<file path="config.mk">
export PLATFORM = sky130hd
export DESIGN_NAME = bas_burst_seq
export DESIGN_NICKNAME = d
export VERILOG_FILES = /design/src/rtl/bas_pkg.sv /design/src/rtl/bas_rst_sync.sv /design/src/rtl/bas_start_capture.sv /design/src/rtl/bas_beat_counter.sv /design/src/rtl/bas_order_map.sv /design/src/rtl/bas_burst_seq.sv
export SDC_FILE = /design/constraint.sdc
export NUM_CORES = 1
export LEC_CHECK = 0
export BUFFER_PORTS_ARGS = -buffer_cell sky130_fd_sc_hd__buf_4
export CORE_UTILIZATION = 50
export CTS_BUF_LIST = sky130_fd_sc_hd__clkbuf_8
export CTS_CLUSTER_DIAMETER = 40
export DETAILED_ROUTE_END_ITERATION = 16
export PLACE_DENSITY = 0.88
export SYNTH_ARGS = -nofsm -noshare
export SYNTH_HDL_FRONTEND = slang
export SYNTH_SLANG_ARGS = --single-unit
export TNS_END_PERCENT = 5
</file>
<file path="constraint.sdc">
create_clock -name clk -period 1 [get_ports clk]
set_clock_uncertainty 0.05 [all_clocks]
set_input_delay 0.05 -clock clk [delete_from_list [all_inputs] [get_ports clk]]
set_output_delay 0.05 -clock clk [all_outputs]
set_load 0.02 [all_outputs]
</file>
<file path="src/rtl/bas_pkg.sv">
package bas_pkg;
  parameter int unsigned BEAT_W = 2;
  localparam int unsigned BEATS = 1 << BEAT_W;

  typedef logic [BEAT_W-1:0] beat_t;

  typedef enum logic {
    ORD_XOR = 1'b0,
    ORD_LIN = 1'b1
  } order_e;
endpackage

</file>
<file path="src/rtl/bas_rst_sync.sv">
module bas_rst_sync (
  input  logic clk,
  input  logic rst_n,
  output logic rst_sync_n
);
  logic [1:0] stage_q;

  always_ff @(posedge clk or negedge rst_n) begin
    if (!rst_n) stage_q <= 2'b00;
    else        stage_q <= {stage_q[0], 1'b1};
  end

  assign rst_sync_n = stage_q[1];
endmodule

</file>
<file path="src/rtl/bas_start_capture.sv">
module bas_start_capture
  import bas_pkg::*;
#(
  parameter int unsigned ADDR_W = 18
) (
  input  logic              clk,
  input  logic              rst_n,
  input  logic              load_en,
  input  logic [ADDR_W-1:0] addr_i,
  input  logic              lin_mode_i,
  output logic [ADDR_W-1:0] base_o,
  output order_e            order_o
);
  logic [ADDR_W-1:0] base_q, base_d;
  order_e            order_q, order_d;

  always_comb begin
    base_d  = base_q;
    order_d = order_q;
    if (load_en) begin
      base_d  = addr_i;
      order_d = lin_mode_i ? ORD_LIN : ORD_XOR;
    end
  end

  always_ff @(posedge clk or negedge rst_n) begin
    if (!rst_n) begin
      base_q  <= '0;
      order_q <= ORD_XOR;
    end else begin
      base_q  <= base_d;
      order_q <= order_d;
    end
  end

  assign base_o  = base_q;
  assign order_o = order_q;

  AST_ORDER_HELD: assert property (@(posedge clk) disable iff (!rst_n)
    !load_en |=> order_q == $past(order_q));
endmodule

</file>
<file path="src/rtl/bas_beat_counter.sv">
module bas_beat_counter
  import bas_pkg::*;
(
  input  logic  clk,
  input  logic  rst_n,
  input  logic  load_en,
  input  logic  adv_i,
  output beat_t beat_o,
  output logic  active_o
);
  beat_t beat_q, beat_d;
  logic  active_q, active_d;
  logic  step_en;
  logic  last_beat;

  assign last_beat = &beat_q;
  assign step_en   = active_q && adv_i && !load_en;

  always_comb begin
    beat_d   = beat_q;
    active_d = active_q;
    if (load_en) begin
      beat_d   = '0;
      active_d = 1'b1;
    end else if (step_en) begin
      beat_d   = beat_q + beat_t'(1);
      active_d = !last_beat;
    end
  end

  always_ff @(posedge clk or negedge rst_n) begin
    if (!rst_n) begin
      beat_q   <= '0;
      active_q <= 1'b0;
    end else begin
      beat_q   <= beat_d;
      active_q <= active_d;
    end
  end

  assign beat_o   = beat_q;
  assign active_o = active_q;

  AST_STRB_WINS: assert property (@(posedge clk) disable iff (!rst_n)
    load_en |=> (beat_q == '0) && active_q);
  AST_BEAT_STEP: assert property (@(posedge clk) disable iff (!rst_n)
    (active_q && adv_i && !load_en) |=> beat_q == beat_t'($past(beat_q) + beat_t'(1)));
  AST_BURST_END: assert property (@(posedge clk) disable iff (!rst_n)
    (active_q && adv_i && !load_en && (&beat_q)) |=> !active_q);
  AST_IDLE_HOLD: assert property (@(posedge clk) disable iff (!rst_n)
    (!active_q && !load_en) |=> $stable(beat_q) && !active_q);
endmodule

</file>
<file path="src/rtl/bas_order_map.sv">
module bas_order_map
  import bas_pkg::*;
#(
  parameter int unsigned ADDR_W = 18
) (
  input  logic [ADDR_W-1:0] base_i,
  input  beat_t             beat_i,
  input  order_e            order_i,
  output logic [ADDR_W-1:0] addr_o
);
  beat_t start_lo;
  beat_t lo_xor, lo_lin, lo_sel;

  assign start_lo = base_i[BEAT_W-1:0];
  assign lo_xor   = start_lo ^ beat_i;
  assign lo_lin   = start_lo + beat_i;
  assign lo_sel   = (order_i == ORD_LIN) ? lo_lin : lo_xor;

  generate
    if (ADDR_W > BEAT_W) begin : g_upper
      assign addr_o = {base_i[ADDR_W-1:BEAT_W], lo_sel};
    end else begin : g_low_only
      assign addr_o = lo_sel[ADDR_W-1:0];
    end
  endgenerate
endmodule

</file>
<file path="src/rtl/bas_burst_seq.sv">
module bas_burst_seq
  import bas_pkg::*;
#(
  parameter int unsigned ADDR_W = 18
) (
  input  logic              clk,
  input  logic              rst_n,
  input  logic              cpu_strb_i,
  input  logic              ctl_strb_i,
  input  logic              adv_i,
  input  logic              lin_mode_i,
  input  logic [ADDR_W-1:0] addr_i,
  output logic [ADDR_W-1:0] addr_o,
  output logic              busy_o
);
  logic              rst_sync_n;
  logic              load_en;
  logic [ADDR_W-1:0] base;
  order_e            order;
  beat_t             beat;

  assign load_en = cpu_strb_i || ctl_strb_i;

  bas_rst_sync u_rst_sync (
    .clk        (clk),
    .rst_n      (rst_n),
    .rst_sync_n (rst_sync_n)
  );

  bas_start_capture #(.ADDR_W(ADDR_W)) u_capture (
    .clk        (clk),
    .rst_n      (rst_sync_n),
    .load_en    (load_en),
    .addr_i     (addr_i),
    .lin_mode_i (lin_mode_i),
    .base_o     (base),
    .order_o    (order)
  );

  bas_beat_counter u_counter (
    .clk      (clk),
    .rst_n    (rst_sync_n),
    .load_en  (load_en),
    .adv_i    (adv_i),
    .beat_o   (beat),
    .active_o (busy_o)
  );

  bas_order_map #(.ADDR_W(ADDR_W)) u_map (
    .base_i  (base),
    .beat_i  (beat),
    .order_i (order),
    .addr_o  (addr_o)
  );

  AST_LOAD_ADDR: assert property (@(posedge clk) disable iff (!rst_sync_n)
    load_en |=> (addr_o == $past(addr_i)) && busy_o);
  AST_UPPER_FIXED: assert property (@(posedge clk) disable iff (!rst_sync_n)
    (!load_en && busy_o) |=> addr_o[ADDR_W-1:BEAT_W] == $past(addr_o[ADDR_W-1:BEAT_W]));
  AST_HOLD: assert property (@(posedge clk) disable iff (!rst_sync_n)
    (!load_en && !adv_i) |=> $stable(addr_o) && $stable(busy_o));
  AST_IDLE_ADV: assert property (@(posedge clk) disable iff (!rst_sync_n)
    (!load_en && !busy_o) |=> $stable(addr_o) && !busy_o);
endmodule

</file>
==> out/metrics.cfg, run 1 <==
[outcome]
status=finished with violations
violations=setup timing

[worst_setup_path]
r2r-start=u_counter.beat_o[0]
crit_type=reg -> out
startpoint=u_capture.base_o[1]
cp.arrival_ns=1.19
path_buf_inv=1
critPathMaxFanout=2
critPathCaptureType=output pin
start_kind=flip-flop
path_cells=xor2_2, xnor2_2, buf_4
r2r_end=u_counter.beat_o[1]
cp_slowest_cell=dfrtp_1
cp_top_family=flip-flops
slowest_delay_ns=0.43
rrSetupSlack_ns=-0.21
reg2reg_depth=5
worstPathRequired_ns=0.90

[logic_synthesis]
syn-instance-count=77
synth_fp_nets=103
avgSynthCellArea_um2=15.0
ys_ff_latch=24
yosysWarnings=0
synth_area_um2=1150
yosysUniqueCellTypes=18
ys_seq_area_share_pct=52.0

[final_layout]
layout_commonest_cell=buf_4
nets=158
syn_to_final_growth_pct=46.6
final_cell_mix=43 x buf_4, 23 x dfrtp_1, 20 x dlygate4sd3_1, 17 x mux2_4, 5 x buf_6
finalNonFillerCells=158
final_layout_size_suffix_gt1_share_pct=61.5
antenna_cells=0

[power_and_ir_drop]
ir_drop_mv=1.15
powerDensity_nw_per_um2=1300
total_power_mw=2.20
power.leakage_nw=0.846

[drt]
drc_errors=0
firstDrtPassIters=3
ant_nets=0
wirelength_um=2400
vias=735
routed_via_density=4.65
route.detailed.wl_per_inst_um=15.2
drtIter0Drc=3

[die]
dieArea_um2=2510
rows=17
coreArea_um2=2190
dieWidth_um=50.1
initial_core_util_pct=52.7
num_io_pins=43
die_y_um=50.1

[clock_network]
clk_pin_slew_worst_paths_ns=0.08
cts_buffer_depth=2
cts_root_buf=clkbuf_8
htreeDepth=1
clk_latency_ns=0.26
cts_tree=built
cts_inserted_buffers=3
cts_sinks=24

[placed_design]
port_buffers=42
gp_congestion=0.699
placed_cells=132
dp_hpwl_um=1360

[timing]
hold_viol_final=0
final_max_slew_viol_count=0
setup_ws_ns=-0.287
rsz0062_at_grt=true
setup_viol=6
post-route-period-util_pct=129
fmax_mhz=777
period_needed_ns=1.29

[job]
cap_violations=0

[global_route]
grt_pass1_vias=785
grt_first_pass_wirelength_um=3720
overflow=0
track_usage_pct=20.8
grt_max_degree=23
grt_antenna_before_repair=0

[worst_hold_path]
holdPathEnd=u_counter.beat_o[1]
min_path_type=in -> reg
min_path_cells=3
worstHoldStart=adv_i

## logic make-up after synthesis
family          after synthesis  synth area share [%]
xor+xnor                      2                  1.52
fa+ha+maj                     2                  2.17
buf+inv                      19                  14.4
compound gates                5                  3.25
flops                        24                  52.0
mux                          19                  24.1
simple gates                  5                  2.28
other cells                   1                 0.325
## metrics by stage
step	worst slack, ns	setup TNS [ns]	utilization, %	area (um2)	hold WS [ns]
2_1_floorplan	0.00340	0	-	1160	-0.296
6_report	-0.287	-0.917	77.3	1690	0.0460
5_1_grt	-0.344	-1.17	77.3	1690	0.0499
4_1_cts	-0.268	-0.681	75.8	1660	0.0318
3_5_place_dp	-0.0720	-1.29	63.4	1390	-0.214
3_3_place_gp	-0.0609	-1.06	63.4	1390	-0.217
## routing by layer
metal	vias to the layer above	GRT usage [%]	share of wire, %
met1	372	25.5	40
met4	0	8.57	0.96
met5	-	0	0
met3	4	2.78	2.5
li1	343	-	-
met2	16	36.0	56
## area by class of cell
class	count	area, um2
fillers	143	498
well taps	28	35.0
flip-flops and latches	24	602
repair buffers	69	599
multi-input cells	34	415
clock buffers	3	41.3
## Yosys cell counts
| master | number | area, um2 |
|---|---|---|
| conb_1 | 1 | 3.75 |
| ha_1 | 2 | 25.0 |
| buf_4 | 16 | 120 |
| buf_8 | 1 | 15.0 |
| buf_6 | 1 | 11.3 |
| buf_12 | 1 | 20.0 |
| a21bo_2 | 2 | 20.0 |
| xor2_1 | 1 | 8.76 |
| mux2_2 | 2 | 22.5 |
| nand3b_1 | 1 | 7.51 |
| nand2_1 | 2 | 7.51 |
| a21o_1 | 1 | 7.51 |
| mux2_4 | 17 | 255 |
| dfrtp_1 | 24 | 601 |
| nand3_1 | 1 | 5.00 |
| a21oi_1 | 2 | 10.0 |
| or2_1 | 1 | 6.26 |
| xnor2_1 | 1 | 8.76 |
## worst max path at each step
stage                                      end  depth (start not counted)
after floorplan            u_capture.base_o[0]                          4
after global placement    u_capture.base_o[14]                          4
after detailed placement   u_capture.base_o[8]                          4
after CTS                            addr_o[1]                          4
after global routing                 addr_o[1]                          4
final                                addr_o[1]                          3
## sequential cells by signal (all words and copies together), names as in the netlist
| register | cells |
|---|---|
| u_counter.active_o | 1 |
| u_capture.order_o | 1 |
| u_rst_sync.stage_q | 2 |
| u_capture.base_o | 18 |
| u_counter.beat_o | 2 |
## tightest hold or removal path: cells and delay by family
| family | cells | cell delay [ns] |
|---|---|---|
| AND/OR/NAND/NOR | 1 | 0.09 |
| buffers and inverters | 1 | 0.13 |
| AO/OA/AOI/OAI | 1 | 0.05 |
## report_power, final
group	total, mW	leakage (nW)	switching, mW	internal (mW)
logic	0.554	0.543	0.219	0.334
clock network	0.553	0.0216	0.284	0.269
registers	1.09	0.281	0.0473	1.04
## repair_timing
| item | CTS | global route |
|---|---|---|
| buffers inserted | 2 | 1 |
| endpoints found under the hold margin | 21 | 0 |
| pin swaps | 0 | 2 |
| endpoints found under the setup margin | 3 | 7 |
| hold buffers | 20 | 0 |
| gates resized for setup | 4 | 7 |
Note: power is estimated with default switching activity, not from simulation.
==> inputs of run 2 (changes only) <==
CELL_PAD_IN_SITES_DETAIL_PLACEMENT = 1   (was unset)
CELL_PAD_IN_SITES_GLOBAL_PLACEMENT = 2   (was unset)
CORE_UTILIZATION = 33   (was 50)
REMOVE_ABC_BUFFERS = 1   (was unset)
==> run 2 against run 1 <==
Routed wire length is 19% higher. Design area is 0.15% higher. Sequential share of layout area shrank 0.053 points. Critical path type unchanged. Total power increased by 0.59%. Sequential cell count unchanged. Non-clock buffer count is 2 higher. Critical path depth up 1. Via count grew 2.3%. First-iteration DRC count grew to 3.7 times the previous value. Cell count rose by 13%. The flow still finishes with violations (setup timing). Largest power group unchanged. Hold slack worse by 0.0052 ns.
==> out/metrics.cfg, run 2 (synthesized netlist as in run 1, its figures left out) <==
[outcome]
status=finished with violations
violations=setup timing

[die]
rows=21
die_y_um=61.2
dieArea_um2=3740
num_io_pins=43
coreArea_um2=3340
initial_core_util_pct=34.6
dieWidth_um=61.2

[power_and_ir_drop]
power.share.clock_pct=25.6
ir_drop_mv=0.887
powerDensity_nw_per_um2=1300
power_frac_comb_pct=25.1
p_seq_share_pct=49.3
p_int_mw=1.64
power.leakage_nw=0.842
p_switching_uw=570
sw_frac_of_total_pct=25.8

[placed_design]
place_area_um2=1400
gp_congestion=0.705
dp_hpwl_um=1600
port_buffers=42
placed_cells=151

[worst_setup_path]
startpoint=u_counter.beat_o[0]
critPathMaxFanout=2
critPathCaptureType=output pin
reg2reg_depth=4
start_kind=flip-flop
crit_type=reg -> out
cp-endpoint=addr_o[1]
r2r_end=u_capture.base_o[0]
rrSetupSlack_ns=-0.14
worstPathRequired_ns=0.90
r2r-start=u_capture.base_o[0]
cp.arrival_ns=1.16

[global_route]
track_usage_pct=17.9
grt_pass1_vias=902
overflow=0
grt_max_degree=23
grt_first_pass_wirelength_um=4510
grt_antenna_before_repair=0

[timing]
setup_ws_ns=-0.264
final_max_slew_viol_count=0
post-route-period-util_pct=126
setup_viol=5
rsz0062_at_grt=true
period_needed_ns=1.26
fmax_mhz=791
hold_viol_final=0

[clock_network]
cts_sinks=24
clk_latency_ns=0.27
cts_buffer_depth=2
cts_root_buf=clkbuf_8
clk_pin_slew_worst_paths_ns=0.08
cts_tree=built
cts_inserted_buffers=3
htreeDepth=1

[drt]
firstDrtPassIters=4
drtIter0Drc=11
ant_nets=0
routed_via_density=4.22
vias=752
wirelength_um=2850
drc_errors=0
route.detailed.wl_per_inst_um=16.0

[final_layout]
antenna_cells=0
final_layout_size_suffix_gt1_share_pct=59.8
largest_register_ffs=18
final_cell_mix=47 x buf_4, 23 x dfrtp_1, 20 x dlygate4sd3_1, 17 x mux2_4, 4 x buf_6
finalNonFillerCells=178
layout_commonest_cell=buf_4
design_area_um2=1700
syn_to_final_growth_pct=46.8
nets=160

[job]
cap_violations=0

[worst_hold_path]
min_path_type=in -> reg

## run 2: changes by cell type in the layout (fill, tap and decap cells not counted), sizes merged
cell,before,now
buf,49,51
## run 2: timing repair
action	CTS	global route
hold buffers	20	0
setup endpoints to repair	3	7
pin swaps	0	1
buffers inserted	2	2
endpoints found under the hold margin	21	0
gates resized for setup	4	4
## run 2: worst min path at each step
| stage | start | endpoint | slack, ns | depth (start not counted) |
|---|---|---|---|---|
| finish | adv_i | u_counter.beat_o[0] | 0.04 | 3 |
| global route | adv_i | u_counter.beat_o[0] | 0.05 | 3 |
| detailed placement | rst_n | u_rst_sync.stage_q[0] | -0.21 | 1 |
| floorplan | rst_n | u_rst_sync.stage_q[0] | -0.30 | 0 |
| global placement | rst_n | u_rst_sync.stage_q[0] | -0.22 | 1 |
| CTS | rst_n | u_rst_sync.stage_q[0] | 0.04 | 2 |
## run 2: layout make-up
class	count	area (um2)
tap	46	57.6
timing repair buffer	71	598
sequential	24	602
multi-input combinational	34	397
clock buffer	3	41.3
fill	340	1640
## run 2: per-layer routing
metal	GRT usage (%)	wire [um]	vias to the layer above
li1	-	-	350
met5	0	0	-
met3	5.04	178	6
met2	30.6	1460	39
met1	20.2	1140	357
met4	9.74	72	0
## run 2: critical path, cell delays in order, from the launching register on
cell,delay (ns)
dfrtp_1,0.40
ha_2,0.18
nand2_2,0.05
xnor2_1,0.11
buf_4,0.16
## run 2: power by group through the flow
| stage | registers [mW] | logic [mW] | clock network [mW] |
|---|---|---|---|
| CTS | 1.09 | 0.532 | 0.578 |
| floorplan | 1.18 | 0.158 | 0 |
| global placement | 1.10 | 0.440 | 0 |
| finish | 1.09 | 0.553 | 0.566 |
| detailed placement | 1.10 | 0.454 | 0 |
| global route | 1.10 | 0.587 | 0.623 |
## run 2: through the flow
stage	setup TNS [ns]	utilization, %	hold slack, ns	power [mW]	setup slack, ns
final	-0.759	50.8	0.0408	2.21	-0.264
after global routing	-0.983	50.8	0.0484	2.31	-0.309
after CTS	-0.697	50.0	0.0365	2.20	-0.281
after detailed placement	-1.61	41.9	-0.214	1.56	-0.0957
after global placement	-1.08	41.9	-0.217	1.54	-0.0672
after floorplan	-5.90	-	-0.296	1.33	-0.354
==> inputs of run 3 (changes only) <==
REMOVE_ABC_BUFFERS = unset   (was 1)
==> run 3 against run 2 <==
The run still ends with setup timing left. Register-to-register slack improved by 0.03 ns. Count of clock-buffer cells in the layout increased by 1. Combinational power decreased by 3%. Total power increased by 2.5%. Via count decreased by 2.1%. Die area unchanged. Hold slack got worse by 0.00068 ns. Global-route usage decreased by 4.0 points. Utilization increased by 0.34 points. Critical endpoint unchanged. Largest cell class unchanged. Highest routed layer unchanged.
==> out/metrics.cfg, run 3 (synthesized netlist as in run 1, its figures left out) <==
[timing]
rsz0062_at_grt=true
period_needed_ns=1.26
tns_ns=-0.593
hold_viol_final=0
fmax_mhz=791
final_max_slew_viol_count=0
setup_viol=4
setup_ws_ns=-0.265
post-route-period-util_pct=126

[die]
dieArea_um2=3740
die_y_um=61.2
coreArea_um2=3340
num_io_pins=43
rows=21
initial_core_util_pct=34.6
dieWidth_um=61.2

[final_layout]
finalNonFillerCells=176
layout_commonest_cell=buf_4
nets=157
final_cell_mix=45 x buf_4, 23 x dfrtp_1, 20 x dlygate4sd3_1, 17 x mux2_4, 4 x clkbuf_8
final_layout_size_suffix_gt1_share_pct=60.8
fin_util_pct=51.1
antenna_cells=0
syn_to_final_growth_pct=47.8
largest_register_ffs=18

[clock_network]
cts_sinks=24
cts_inserted_buffers=3
cts_tree=built
clk_latency_ns=0.26
cts_root_buf=clkbuf_8
htreeDepth=1
clk_pin_slew_worst_paths_ns=0.08
cts_buffer_depth=2

[global_route]
grt_first_pass_wirelength_um=3720
track_usage_pct=13.9
grt_pass1_vias=814
grt_antenna_before_repair=0
overflow=0
grt_max_degree=23

[worst_hold_path]
min_path_type=in -> reg
min_path_cells=3

[drt]
drc_errors=0
drtIter0Drc=1
route.detailed.wl_per_inst_um=13.5
routed_via_density=4.18
firstDrtPassIters=2
vias=736
ant_nets=0
wirelength_um=2370

[power_and_ir_drop]
power.leakage_nw=0.845
ir_drop_mv=0.776
sw_frac_of_total_pct=24.2
power.share.clock_pct=28.3
p_seq_share_pct=48.1
power_frac_comb_pct=23.6
p_switching_uw=548
p_int_mw=1.72
powerDensity_nw_per_um2=1330

[placed_design]
dp_hpwl_um=1540
port_buffers=42
gp_congestion=0.655
dpl_worst_slack_ns=-0.0912
placed_cells=151

[worst_setup_path]
start_kind=flip-flop
critPathCaptureType=output pin
crit_type=reg -> out
cp.arrival_ns=1.16
critPathMaxFanout=2
worstPathRequired_ns=0.90
reg2reg_depth=4

[outcome]
status=finished with violations
violations=setup timing

[job]
cap_violations=0

## run 3: path summary, 6_finish.rpt
kind                                         end  slack (ns)                  start
hold reg to reg              u_capture.base_o[2]        0.17  u_rst_sync.stage_q[1]
setup / recovery                       addr_o[1]       -0.26    u_capture.base_o[1]
setup reg to reg             u_counter.beat_o[1]       -0.11    u_counter.beat_o[0]
min in group asynchronous  u_rst_sync.stage_q[1]        0.05                  rst_n
hold / removal               u_counter.beat_o[0]        0.04                  adv_i
max in group asynchronous     u_counter.active_o        0.49  u_rst_sync.stage_q[1]
## run 3: layer usage
| metal | GRT usage, % | part of all wire, % | wire length (um) |
|---|---|---|---|
| met3 | 2.73 | 4.4 | 104 |
| met2 | 25.5 | 54 | 1280 |
| met4 | 4.87 | 0.80 | 19 |
| met1 | 16.1 | 41 | 965 |
| met5 | 0 | 0 | 0 |
## run 3: timing repair
| action | 4_1_cts | 5_1_grt |
|---|---|---|
| pin swaps | 3 | 2 |
| gates resized for setup | 4 | 3 |
| endpoints found under the setup margin | 4 | 6 |
| endpoints found under the hold margin | 21 | 0 |
| buffers inserted | 1 | 0 |
| hold buffers | 20 | 0 |
## run 3: power by group through the flow
stage / Combinational (mW) / Sequential [mW] / Clock [mW]
6_report: 0.535 / 1.09 / 0.641
5_1_grt: 0.572 / 1.10 / 0.698
4_1_cts: 0.538 / 1.09 / 0.666
3_5_place_dp: 0.465 / 1.11 / 0
3_3_place_gp: 0.453 / 1.10 / 0
2_1_floorplan: 0.335 / 1.10 / 0
## run 3: area by class of cell
cell class,instances,area [um2]
tap,46,57.6
multi-input combinational,34,412
fill,345,1630
clock buffer,4,55.1
timing repair buffer,68,581
sequential,24,602
## run 3: critical path: stages (launching register included)
cell and delay [ns]:
dfrtp_1 0.41, xor2_2 0.19, xnor2_2 0.15, buf_4 0.15
## run 3: through the flow
step / hold WS, ns / power, mW / area, um2
floorplan: -0.296 / 1.44 / 1160
global placement: -0.218 / 1.56 / 1420
detailed placement: -0.214 / 1.57 / 1420
CTS: 0.0314 / 2.29 / 1700
global route: 0.0377 / 2.37 / 1710
finish: 0.0401 / 2.26 / 1710
